### src/rtl/outmon_pkg.sv
`timescale 1ns/1ps
package outmon_pkg;
    // Deglitched condition slots
    localparam int NUM_COND = 3;
    localparam int COND_PG  = 0;
    localparam int COND_OV  = 1;
    localparam int COND_UV  = 2;

    // Latched fault kind; one encoding keeps the two faults exclusive
    typedef enum logic [1:0] {
        FLT_NONE  = 2'd0,
        FLT_OVER  = 2'd1,
        FLT_UNDER = 2'd2
    } fault_kind_e;

    typedef struct packed {
        fault_kind_e kind;
    } latch_state_t;
endpackage

### src/rtl/outmon_deglitch.sv
`timescale 1ns/1ps
// Level filter: output follows raw only after raw differs from it on
// HOLD_CYC consecutive edges.
module outmon_deglitch #(
    parameter int unsigned HOLD_CYC = 625
) (
    input  logic clk,
    input  logic rst_n,
    input  logic clr,
    input  logic raw,
    output logic filt
);
    localparam int unsigned CW = (HOLD_CYC > 2) ? $clog2(HOLD_CYC) : 1;
    localparam logic [CW-1:0] LAST = CW'(HOLD_CYC - 1);

    typedef struct packed {
        logic [CW-1:0] cnt;
        logic          lvl;
    } dg_state_t;

    dg_state_t st_d, st_q;

    always_comb begin
        st_d = st_q;
        if (clr) begin
            st_d = '0;
        end else if (raw == st_q.lvl) begin
            st_d.cnt = '0;                 // condition dropped out: restart
        end else if (st_q.cnt == LAST) begin
            st_d.lvl = raw;
            st_d.cnt = '0;
        end else begin
            st_d.cnt = st_q.cnt + 1'b1;
        end
    end

    always_ff @(posedge clk or negedge rst_n) begin
        if (!rst_n) st_q <= '0;
        else        st_q <= st_d;
    end

    assign filt = st_q.lvl;
endmodule

### src/rtl/outmon_fault_latch.sv
`timescale 1ns/1ps
// Holds the first qualified fault until the channel is disabled.
module outmon_fault_latch
    import outmon_pkg::*;
(
    input  logic        clk,
    input  logic        rst_n,
    input  logic        arm,
    input  logic        ov_qual,
    input  logic        uv_qual,
    output fault_kind_e kind
);
    latch_state_t st_d, st_q;

    always_comb begin
        st_d = st_q;
        if (!arm) begin
            st_d.kind = FLT_NONE;
        end else if (st_q.kind == FLT_NONE) begin
            if (ov_qual)      st_d.kind = FLT_OVER;   // overvoltage wins ties
            else if (uv_qual) st_d.kind = FLT_UNDER;
        end
    end

    always_ff @(posedge clk or negedge rst_n) begin
        if (!rst_n) st_q <= '{kind: FLT_NONE};
        else        st_q <= st_d;
    end

    assign kind = st_q.kind;
endmodule

### src/rtl/outmon_supervisor.sv
`timescale 1ns/1ps
module outmon_supervisor
    import outmon_pkg::*;
#(
    parameter int unsigned HOLD_CYC = 625   // about 5 us at 125 MHz
) (
    input  logic clk,
    input  logic rst_n,
    input  logic chan_en,
    input  logic ss_done,
    input  logic over_hi,
    input  logic under_lo,
    input  logic at_ninety,
    input  logic deep_under,
    output logic pg_ok,
    output logic crowbar_req,
    output logic tristate_req
);
    logic [NUM_COND-1:0] raw;
    logic [NUM_COND-1:0] filt;
    fault_kind_e         kind;

    always_comb begin
        raw           = '0;
        raw[COND_PG]  = ss_done & at_ninety & ~over_hi & ~under_lo;
        raw[COND_OV]  = over_hi;
        raw[COND_UV]  = deep_under & ss_done;
    end

    for (genvar g = 0; g < NUM_COND; g++) begin : g_dg
        outmon_deglitch #(.HOLD_CYC(HOLD_CYC)) u_dg (
            .clk   (clk),
            .rst_n (rst_n),
            .clr   (~chan_en),
            .raw   (raw[g]),
            .filt  (filt[g])
        );
    end

    outmon_fault_latch u_latch (
        .clk     (clk),
        .rst_n   (rst_n),
        .arm     (chan_en),
        .ov_qual (filt[COND_OV]),
        .uv_qual (filt[COND_UV]),
        .kind    (kind)
    );

    assign crowbar_req  = (kind == FLT_OVER);
    assign tristate_req = (kind == FLT_UNDER);
    assign pg_ok        = filt[COND_PG] & chan_en & (kind == FLT_NONE);
endmodule

### config.mk
export PLATFORM = sky130hd
export DESIGN_NAME = outmon_supervisor
export DESIGN_NICKNAME = d
export VERILOG_FILES = /design/src/rtl/outmon_pkg.sv /design/src/rtl/outmon_deglitch.sv /design/src/rtl/outmon_fault_latch.sv /design/src/rtl/outmon_supervisor.sv
export SDC_FILE = /design/constraint.sdc
export NUM_CORES = 1
export LEC_CHECK = 0
export BUFFER_PORTS_ARGS = -buffer_cell sky130_fd_sc_hd__buf_2
export CORE_MARGIN = 4
export CORE_UTILIZATION = 25
export CTS_BUF_LIST = sky130_fd_sc_hd__clkbuf_8
export DETAILED_ROUTE_END_ITERATION = 12
export GPL_TIMING_DRIVEN = 0
export HOLD_SLACK_MARGIN = 0.08
export PLACE_DENSITY_LB_ADDON = 0.1
export SLEW_MARGIN = 20
export SYNTH_ARGS = -nofsm -noshare
export SYNTH_HDL_FRONTEND = slang
export SYNTH_HIERARCHICAL = 1
export SYNTH_SLANG_ARGS = --single-unit
### constraint.sdc
create_clock -name clk -period 2.2 [get_ports clk]
set_input_delay 0.11 -clock clk [delete_from_list [all_inputs] [get_ports clk]]
set_output_delay 0.11 -clock clk [all_outputs]
set_load 0.03 [all_outputs]
==> results.sh <==
export IMPL_outcome="finished, final reports clean"
export IMPL_gpl_final_weighted_congestion=0.712
export IMPL_detailed_place_hpwl_um=2590
export IMPL_place_ws_ps=700
export IMPL_pin_count=11
export IMPL_fp_dieW_um=94.2
export IMPL_min_path_cells=3
export IMPL_finalSetupViolCount=0
export IMPL_final_hold_viol_count=0
export IMPL_drt_first_pass_iters=4
export IMPL_total_number_of_nets_in_the_final_design=219
export IMPL_grt_use_total_pct=9.08
export IMPL_layout_commonest_cell="dfrtp_1"
export IMPL_dpl_cell_count=295
export IMPL_pwr_density_cell_mw_per_mm2=570
export IMPL_floorplan_initialDensity_pct=25.6
export IMPL_timing_slew_headroom_pct=44.1
export IMPL_synth_seq_area_share_pct=47.1
export IMPL_ctsRootBufferMaster="clkbuf_8"
export IMPL_final_cell_count_no_fill=305
export IMPL_most_frequent_cells_in_the_layout="35 x dfrtp_1, 21 x nor2_1, 18 x nand2_1"
export IMPL_yosys_area_top_type="dfrtp_1"
export IMPL_cts_htree_levels=2
export IMPL_placedInstanceArea_mm2=0.00203
export IMPL_worst_hold_path_type="primary input to register"
export IMPL_antenna_violations_before_repair=0
export IMPL_final_min_period_over_clock_period_pct=69.7
export IMPL_postSynthRegisterBits=35
export IMPL_ff_to_ff_end="g_dg[1].u_dg/st_q[5]$_DFF_PN0_"
export IMPL_arrival_ps=1700
export IMPL_critPathLaunch="g_dg[1].u_dg/st_q[1]$_DFF_PN0_"
export IMPL_antenna_diode_count=0
export IMPL_drt_first_iter_violations=38
export IMPL_cts_inserted_buffers=5
export IMPL_synth_top_area_share_pct=47.1
export IMPL_num_rows=31
export IMPL_max_fanout_on_critical_path=5
export IMPL_finalCriticalPeriod_ps=1530
export IMPL_syn_area_mm2=0.00186
export IMPL_maxClockFrequency_mhz=652
export IMPL_power_leakage_nw=0.913
export IMPL_grt_pass1_wl_um=6330
export IMPL_largest_net_degree_at_the_start_of_global_routing=36
export IMPL_post_cts_resized=0
export IMPL_drt_vias_per_instance=4.43
export IMPL_numPortBuffers=10
export IMPL_core_area_mm2=0.00725
export IMPL_crit_reg2reg_launch="g_dg[1].u_dg/st_q[1]$_DFF_PN0_"
export IMPL_min_delay_worst_endpoint="g_dg[1].u_dg/filt$_DFFE_PN0P_"
export IMPL_grt_overflow_total=0
export IMPL_setup_worst_path_start_class="register"
export IMPL_power_ir_vdd_worst_mv=0.276
export IMPL_synthDistinctLibCells=28
export IMPL_final_setup_skew_ps=14.6
export IMPL_worst_setup_hold_path_clk_slew_ps=80
export IMPL_post_route_drc_count=0
export IMPL_synthesis_yosys_warnings=6
export IMPL_wire_per_inst_um=12.1
export IMPL_synthCells=186
export IMPL_num_fill_cells=795
export IMPL_fin_setup_tns_ps=0
export IMPL_cts_sink_count=35
export IMPL_clkLatencyLatePin_ps=280
export IMPL_number_of_pins_exceeding_their_max_slew_limit_in_the_final_report=0
export IMPL_synthesis_nets=200
export IMPL_rsz0062_at_grt="no"
export IMPL_setup_worst_path_class="register to register"
export IMPL_ff2ff_setup_slack_ps=670
export IMPL_worstMarginPinSlew_ps=839
export IMPL_ant_nets=0
export IMPL_timing_critical_path_to_type="register"
export IMPL_die_y_um=94.2
export IMPL_hp_start="over_hi"
export IMPL_grt_pass1_vias=1294
export IMPL_clock_tree_buffer_depth=2
export IMPL_die_area_mm2=0.00888
export IMPL_cp_required_ps=2370
export IMPL_worst_r2r_path_depth=6
export IMPL_syn_to_final_growth_pct=16.0
export IMPL_dr_total_vias=1350
export IMPL_finalCoreUtilization_pct=29.7
export IMPL_synth_top_cells_by_area="dfrtp_1 47%, nor2_1 4.2%, xor2_1 4.2%, ha_1 4.0%, nand2_1 3.6%"
export IMPL_drive_above_1_share_pct=17.0
export IMPL_post_route_worst_setup_slack_ps=666
export IMPL_stdcell_area_mm2=0.00216
export IMPL_route_final_wire_length_um=3700
export IMPL_timing_max_cap_violations=0
export IMPL_tritoncts="done"
export IMPL_syn_mean_instance_area_um2=10.0
stage by stage:
stage / hold slack [ps] / power, mW
5_1_grt: 205 / 1.29
4_1_cts: 146 / 1.26
3_5_place_dp: 279 / 0.712
3_3_place_gp: 276 / 0.712
6_report: 139 / 1.23
2_1_floorplan: -186 / 0.682
routing by layer:
metal	vias to the layer above	global-route usage, %	wire, um
li1	683	-	-
met1	648	12.4	1880
met2	17	13.7	1670
met3	2	2.64	122
met4	0	2.89	32
met5	-	0	0
power by group:
part / internal [mW] / switching (mW)
Combinational: 0.0171 / 0.0325
Clock: 0.285 / 0.245
Sequential: 0.646 / 0.00388
registers in the layout, indices dropped and copies added (netlist names):
signal,flops
g_dg.u_dg/st_q,30
u_latch/kind,2
g_dg.u_dg/filt,3
critical path, cell delays in order (launching register included):
cell      delay [ps]
dfrtp_1          430
inv_1             70
ha_1             130
nor4b_2          310
nand3_1          210
nand2b_1         200
nor2_1            70
synth_stat cells, drive strengths merged:
| cell | count |
|---|---|
| and2b | 2 |
| or3 | 6 |
| dfrtp | 35 |
| and2 | 1 |
| nor2 | 21 |
| o21ai | 6 |
| xnor2 | 6 |
| nand2b | 6 |
| nand2 | 18 |
| nor3b | 1 |
| a41oi | 3 |
| a21oi | 6 |
| a311oi | 3 |
| and4bb | 2 |
| ha | 6 |
| xor2 | 9 |
| nand3 | 15 |
| inv | 13 |
| nand3b | 3 |
| and4 | 3 |
| mux2i | 3 |
| a31oi | 6 |
| nor4b | 3 |
| and3 | 3 |
| nor2b | 4 |
| o21a | 2 |
worst max-delay path by stage:
stage	end	slack [ps]	depth (start not counted)
final	g_dg[1].u_dg/st_q[5]$_DFF_PN0_	670	6
after global routing	g_dg[1].u_dg/st_q[5]$_DFF_PN0_	470	6
after CTS	g_dg[1].u_dg/st_q[3]$_DFF_PN0_	670	6
after detailed placement	g_dg[1].u_dg/st_q[3]$_DFF_PN0_	700	6
after global placement	g_dg[1].u_dg/st_q[5]$_DFF_PN0_	690	6
after floorplan	g_dg[0].u_dg/filt$_DFFE_PN0P_	920	6
cell type report:
class / instances / area, um2 / area share, %
Sequential cell: 35 / 876 / 40.6
Tap cell: 99 / 124 / 5.74
Clock buffer: 7 / 96.3 / 4.47
Multi-Input combinational cell: 138 / 935 / 43.3
Timing Repair Buffer: 12 / 70.1 / 3.25
Clock inverter: 1 / 7.51 / 0.348
Inverter: 13 / 48.8 / 2.26
what timing repair did:
item,in CTS,in global routing
endpoints found under the hold margin,37,0
hold buffers,2,0
buffers inserted,0,0
cell families (layout without fill, tap and decap cells):
| group | after synthesis | in the layout | synth area share [%] |
|---|---|---|---|
| muxes | 3 | 3 | 1.62 |
| DFF | 35 | 35 | 47.1 |
| AOI/OAI and AO/OA | 26 | 26 | 8.88 |
| buffers and inverters | 13 | 33 | 2.62 |
| xor gates and xnor gates | 15 | 15 | 7.07 |
| and+or+nand+nor | 88 | 88 | 28.7 |
| adders and majority gates | 6 | 6 | 4.04 |
(Power assumes the default switching activity.)
